## src/rtl/serial_addr_filter.sv

```systemverilog
module serial_addr_filter #(
  parameter int W = 8
) (
  input  logic         clk,
  input  logic         rst_n,
  input  logic         filt_en,
  input  logic         addr_we,
  input  logic [W-1:0] addr_wdata,
  input  logic         mask_we,
  input  logic [W-1:0] mask_wdata,
  input  logic         rx_valid,
  input  logic [W-1:0] rx_data,
  input  logic         rx_bit9,
  output logic         accept,
  output logic         selected
);

  logic [W-1:0] node_addr, node_mask;

  wire [W-1:0] group_pat  = node_addr | node_mask;
  wire         indiv_hit  = ~|((rx_data ^ node_addr) & node_mask);
  wire         group_hit  = ~|(group_pat & ~rx_data);
  wire         addr_hit   = indiv_hit | group_hit;

  always_ff @(posedge clk) begin
    if (!rst_n) begin
      node_addr <= '0;
      node_mask <= '0;
    end else begin
      if (addr_we) node_addr <= addr_wdata;
      if (mask_we) node_mask <= mask_wdata;
    end
  end

  always_ff @(posedge clk) begin
    if (!rst_n) begin
      accept   <= 1'b0;
      selected <= 1'b0;
    end else begin
      accept <= 1'b0;
      if (rx_valid) begin
        if (!filt_en) begin
          accept <= 1'b1;
        end else if (rx_bit9) begin
          accept   <= addr_hit;
          selected <= addr_hit;
        end else begin
          accept <= selected;
        end
      end
    end
  end

  a_r11_accept_needs_frame: assert property (@(posedge clk) disable iff (!rst_n)
    accept |-> $past(rx_valid));

  a_r6_miss_deselects: assert property (@(posedge clk) disable iff (!rst_n)
    (rx_valid && filt_en && rx_bit9 && !indiv_hit && !group_hit) |=> (!selected && !accept));

  a_r5_hit_selects: assert property (@(posedge clk) disable iff (!rst_n)
    (rx_valid && filt_en && rx_bit9 && (indiv_hit || group_hit)) |=> (selected && accept));

  a_r7_data_when_selected: assert property (@(posedge clk) disable iff (!rst_n)
    (rx_valid && filt_en && !rx_bit9 && selected) |=> (accept && selected));

  a_r8_data_dropped: assert property (@(posedge clk) disable iff (!rst_n)
    (rx_valid && filt_en && !rx_bit9 && !selected) |=> (!accept && !selected));

  a_r9_bypass_accepts: assert property (@(posedge clk) disable iff (!rst_n)
    (rx_valid && !filt_en) |=> (accept && $stable(selected)));

endmodule

```

## config.mk

```make
export PLATFORM = sky130hd
export DESIGN_NAME = serial_addr_filter
export DESIGN_NICKNAME = d
export VERILOG_FILES = /design/src/rtl/serial_addr_filter.sv
export SDC_FILE = /design/constraint.sdc
export NUM_CORES = 1
export LEC_CHECK = 0
export ABC_AREA = 0
export BUFFER_PORTS_ARGS = -buffer_cell sky130_fd_sc_hd__buf_2
export CAP_MARGIN = 20
export CORE_MARGIN = 5
export CORE_UTILIZATION = 50
export DETAILED_ROUTE_END_ITERATION = 10
export GPL_TIMING_DRIVEN = 0
export PLACE_DENSITY = 0.79
export SKIP_CTS_REPAIR_TIMING = 1
export SLEW_MARGIN = 20
export SYNTH_ARGS = -nofsm -noshare
export SYNTH_HDL_FRONTEND = slang
export SYNTH_SLANG_ARGS = --single-unit
```

## constraint.sdc

```tcl
create_clock -name clk -period 2.8 [get_ports clk]
set_input_delay 0.42 -clock clk [delete_from_list [all_inputs] [get_ports clk]]
set_output_delay 0.42 -clock clk [all_outputs]
set_load 0.005 [all_outputs]
```

==> results of run 1 <==
cell usage in the layout (no fill, tap or decap), types with 2 or more instances in the layout:
cell type   n
a31oi_1     2
mux2i_1    16
buf_2      32
a22oi_1     4
nor2_1      5
clkbuf_4    3
dfxtp_1    18
nor2b_1    16
xor2_1      8
o21bai_2    2
cell families after synthesis:
family / Yosys count / share of synthesized area
AND/OR/NAND/NOR: 25 / 0.166
flip-flops: 18 / 0.416
multiplexers: 16 / 0.185
AO/OA/AOI/OAI: 14 / 0.132
XOR/XNOR: 8 / 0.0809
buffers and inverters: 4 / 0.0202
through the flow:
| stage | hold slack (ps) | instances |
|---|---|---|
| after global placement | 527 | 132 |
| after CTS | 377 | 135 |
| after global routing | 366 | 135 |
| after detailed placement | 544 | 132 |
| final | 376 | 135 |
| after floorplan | 506 | 85 |
cell usage after synthesis:
master / number / area (um^2)
dfxtp_1: 18 / 360
xor2_1: 8 / 70.1
nand4_1: 1 / 6.26
o22ai_1: 1 / 6.26
o21bai_1: 1 / 7.51
nor2b_1: 16 / 100
buf_2: 2 / 10.0
nor2_1: 5 / 18.8
or3_1: 1 / 6.26
and3_1: 1 / 6.26
a31oi_1: 2 / 12.5
mux2i_1: 16 / 160
o2111ai_1: 1 / 8.76
clkbuf_1: 1 / 3.75
inv_1: 1 / 3.75
o311ai_0: 1 / 8.76
and2_1: 1 / 6.26
a22oi_1: 4 / 30.0
o21bai_2: 2 / 22.5
o21ai_0: 1 / 5.00
o22ai_2: 1 / 12.5
routing by layer:
| layer | wire length [um] | track usage | vias to the layer above |
|---|---|---|---|
| met1 | 819 | 0.182 | 325 |
| met5 | 0 | 0 | - |
| met4 | 50 | 0.109 | 0 |
| li1 | - | - | 364 |
| met3 | 139 | 0.0487 | 6 |
| met2 | 915 | 0.256 | 22 |
sequential cells by signal, indices dropped and copies added, names as in the netlist:
name	flops
node_addr	8
node_mask	8
accept	1
selected	1
report_power, final:
group / switching, mW / internal (mW) / total (mW)
combinational: 0.0393 / 0.0507 / 0.0900
clock: 0.0794 / 0.0501 / 0.130
sequential: 0.0133 / 0.271 / 0.285
path summary, 6_finish.rpt:
check | start | to | slack (ps) | cells past startpoint
min | mask_wdata[7] | node_mask[7] | 380 | 3
min reg2reg | node_mask[6] | node_mask[6] | 550 | 2
max reg2reg | node_mask[7] | accept | 1530 | 4
max | node_mask[7] | accept | 1530 | 4
worst max-delay path, stage by stage, from the launching register on:
cell and delay, ps:
dfxtp_1 340, o21bai_1 170, o2111ai_1 130, or3_1 400
a31oi_1 160
final cells by class:
cell class,instances,area [um^2]
Fill cell,156,629
Multi-Input combinational cell,63,488
Sequential cell,18,360
Timing Repair Buffer,30,150
Clock buffer,3,22.5
Tap cell,17,21.3
Buffer,3,13.8
Inverter,1,3.75
==> out/results.ini, run 1 <==
[status]
outcome=finished, final reports clean

[sta]
max_slew_margin=0.778
max_freq_mhz=785
drv_slew=0
max_slew.worst_pin.slew_ps=333
worst_slack_ps=1530
finalSetupTns_ps=0
skew_ps=3.42
post-route-min-period_ps=1270
rsz0062_at_grt=no
setup_violations=0
final.period_utilization=0.455
hold_viol_final=0

[setup_path]
endpoint_kind=flop
critical_path_class=reg2reg
start_kind=flop
crit_fanout=3
cp_data_arrival_time_ps=1500
crit_required_ps=3030

[routing]
drc=0
drt_iter0_markers=5
first_pass_iters=4
vias_per_cell=5.31
ant_nets=0
post_drt_wl_per_cell_um=14.3
vias=717
wirelength_um=1920

[power_and_ir_drop]
p_total_mw=0.504
powerDensity_mw_per_mm2=476
ir_worst_vdd_v=0.000328
leakage_nw=0.513

[logic_synthesis]
synthDistinctLibCells=21
syn_avg_cell_area_um2=10.2
yosysSeqAreaShare=0.416
synth-seq-cells=18
synth_cells=85
netlist_area_um2=866
yosysWarnings=0
syn-num-nets=116

[global_routing]
grt_pass1_vias=674
antenna_found_initial=0
grt_max_degree=11
grt.overflow.total=0
grt_pass1_wl_um=3060
grt_usage=0.160

[placement]
hpwl_um=1560
gp_congestion=0.771
placed_area_mm2=0.00104
dp_slack_ps=1400
io_buffers=30

[layout]
area_growth_pct=22.4
nNetsFinal=151
drive_above_1_share=0.322
final_area_mm2=0.00106
utilization=0.627
antennaDiodeCount=0

[clocking]
cts_tree=done
cts.clk_slew.worst_paths_ps=100
cts-root-buf=clkbuf_4
cts_sinks=18
clock_path_buffers=2
htreeDepth=1
numCtsBuffers=3
insertion_delay_ps=290

[die]
ios=33
core_mm2=0.00169
rows=15
die_y_um=51.6
initial_core_util=0.513
die_area_mm2=0.00266
fp.dieW_um=51.6

[flow_run]
drv_cap=0

[worst_hold_path]
holdCritPathClass=in2reg

(Power assumes the default switching activity.)
==> inputs of run 2 (changes only) <==
- CORE_ASPECT_RATIO: unset -> 1.4
- CORE_UTILIZATION: 50 -> 47
- PLACE_DENSITY: 0.79 -> 0.75
- clock period: 2.8 -> 1.2 ns (I/O delays scaled with it)
==> run 2 against run 1 <==
  * The run now ends with setup timing left
  * Sequential power is 130% higher
  * Wire length is 6.9% lower
  * Sequential share of layout area is 0.52 points lower
  * Maximum frequency is 6.1% higher
  * Register-to-register slack worse by 1500 ps
==> out/results.ini, run 2 (synthesis results as in run 1) <==
[clocking]
cts.clk_slew.worst_paths_ps=90
numCtsBuffers=3
htreeDepth=1
clock_path_buffers=2
cts_sinks=18
insertion_delay_ps=280
cts_tree=done
cts-root-buf=clkbuf_4

[die]
initial_core_util=0.493
die_y_um=60.8
ios=33
rows=18
die_area_mm2=0.00281
core_mm2=0.00176
fp.dieW_um=46.3

[flow_run]
drv_cap=0

[setup_path]
cp_data_arrival_time_ps=1410
slowest_stage=dfxtp_2
endpoint_kind=flop
cpLargestDelayFamily=compound AO/OA/AOI/OAI gates
critical_path_class=reg2reg
slowest_delay_ps=350
cp-startpoint=node_mask[3]
r2r_start=node_mask[3]
start_kind=flop
crit_fanout=3
path_cells=o21bai_2 > o2111ai_1 > or3_4 > a31oi_1
crit_required_ps=1410
r2r_setup_slack_ps=-0.9
path_buf_inv=0

[placement]
placed_area_mm2=0.00104
hpwl_um=1480
dp_slack_ps=-55.0
io_buffers=30
gp_congestion=0.774
dp_cells=135

[routing]
drt_iter0_markers=11
vias=719
wirelength_um=1790
drc=0
post_drt_wl_per_cell_um=12.9
ant_nets=0
first_pass_iters=4
vias_per_cell=5.17

[sta]
skew_ps=0.596
max_slew.worst_pin.slew_ps=320
final.period_utilization=1.00
max_slew_margin=0.784
drv_slew=0
setup_violations=1
finalSetupTns_ps=-0.864
worst_hold_slack_ps=152
post-route-min-period_ps=1200
worst_slack_ps=-0.864
max_freq_mhz=833
hold_viol_final=0
rsz0062_at_grt=yes

[layout]
largestRegisters=node_addr: 8 flops, node_mask: 8 flops
final_cells=139
area_growth_pct=25.1
utilization=0.617
antennaDiodeCount=0
final_area_mm2=0.00108
mostFrequentLayoutCells=buf_2, mux2i_1, nor2b_1, dfxtp_1, xor2_1
mostFrequentLayoutCell=buf_2
nNetsFinal=152
drive_above_1_share=0.370

[worst_hold_path]
holdCritPathClass=in2reg
worstHoldStart=addr_wdata[6]

[global_routing]
grt.overflow.total=0
antenna_found_initial=0
grt_pass1_wl_um=2790
grt_pass1_vias=723
grt_usage=0.138
grt_max_degree=11

[power_and_ir_drop]
ir_worst_vdd_v=0.000769
internal-power_mw=0.876
pwr-share-clk=0.244
powerDensity_mw_per_mm2=1080
netSwitchingPower_mw=0.292
p_total_mw=1.17
netSwitchingFraction=0.250
combPwrFrac=0.186
leakage_nw=0.521
seqPwrFrac=0.570

[status]
outcome=finished with violations
failed_checks=setup timing

run 2: layout make-up:
class	instances	area, um^2
Buffer	3	13.8
Clock buffer	3	22.5
Fill cell	145	673
Inverter	1	3.75
Multi-Input combinational cell	63	498
Sequential cell	18	363
Tap cell	20	25.0
Timing Repair Buffer	31	158
run 2: routing by layer:
metal  share of wire  wire, um  track usage
met4          0.0095        17       0.0488
met3           0.053        95       0.0356
met5               0         0            0
met1            0.43       771        0.157
met2            0.51       907        0.242
run 2: path summary, 6_finish.rpt:
path | cells after the start | end
max | 4 | selected
min | 3 | node_addr[6]
max reg2reg | 4 | selected
min reg2reg | 2 | node_addr[7]
run 2: power groups by stage:
stage                     sequential [mW]  combinational [mW]  clock (mW)
final                               0.666               0.217       0.285
after global routing                0.671               0.245       0.315
after CTS                           0.664               0.211       0.294
after detailed placement            0.678               0.210           0
after global placement              0.675               0.204           0
after floorplan                     0.670               0.131           0
run 2: worst register-to-register path: stages, from the launching register on:
cell	delay [ps]
dfxtp_2	350
o21bai_2	140
o2111ai_1	120
or3_4	340
a31oi_1	180
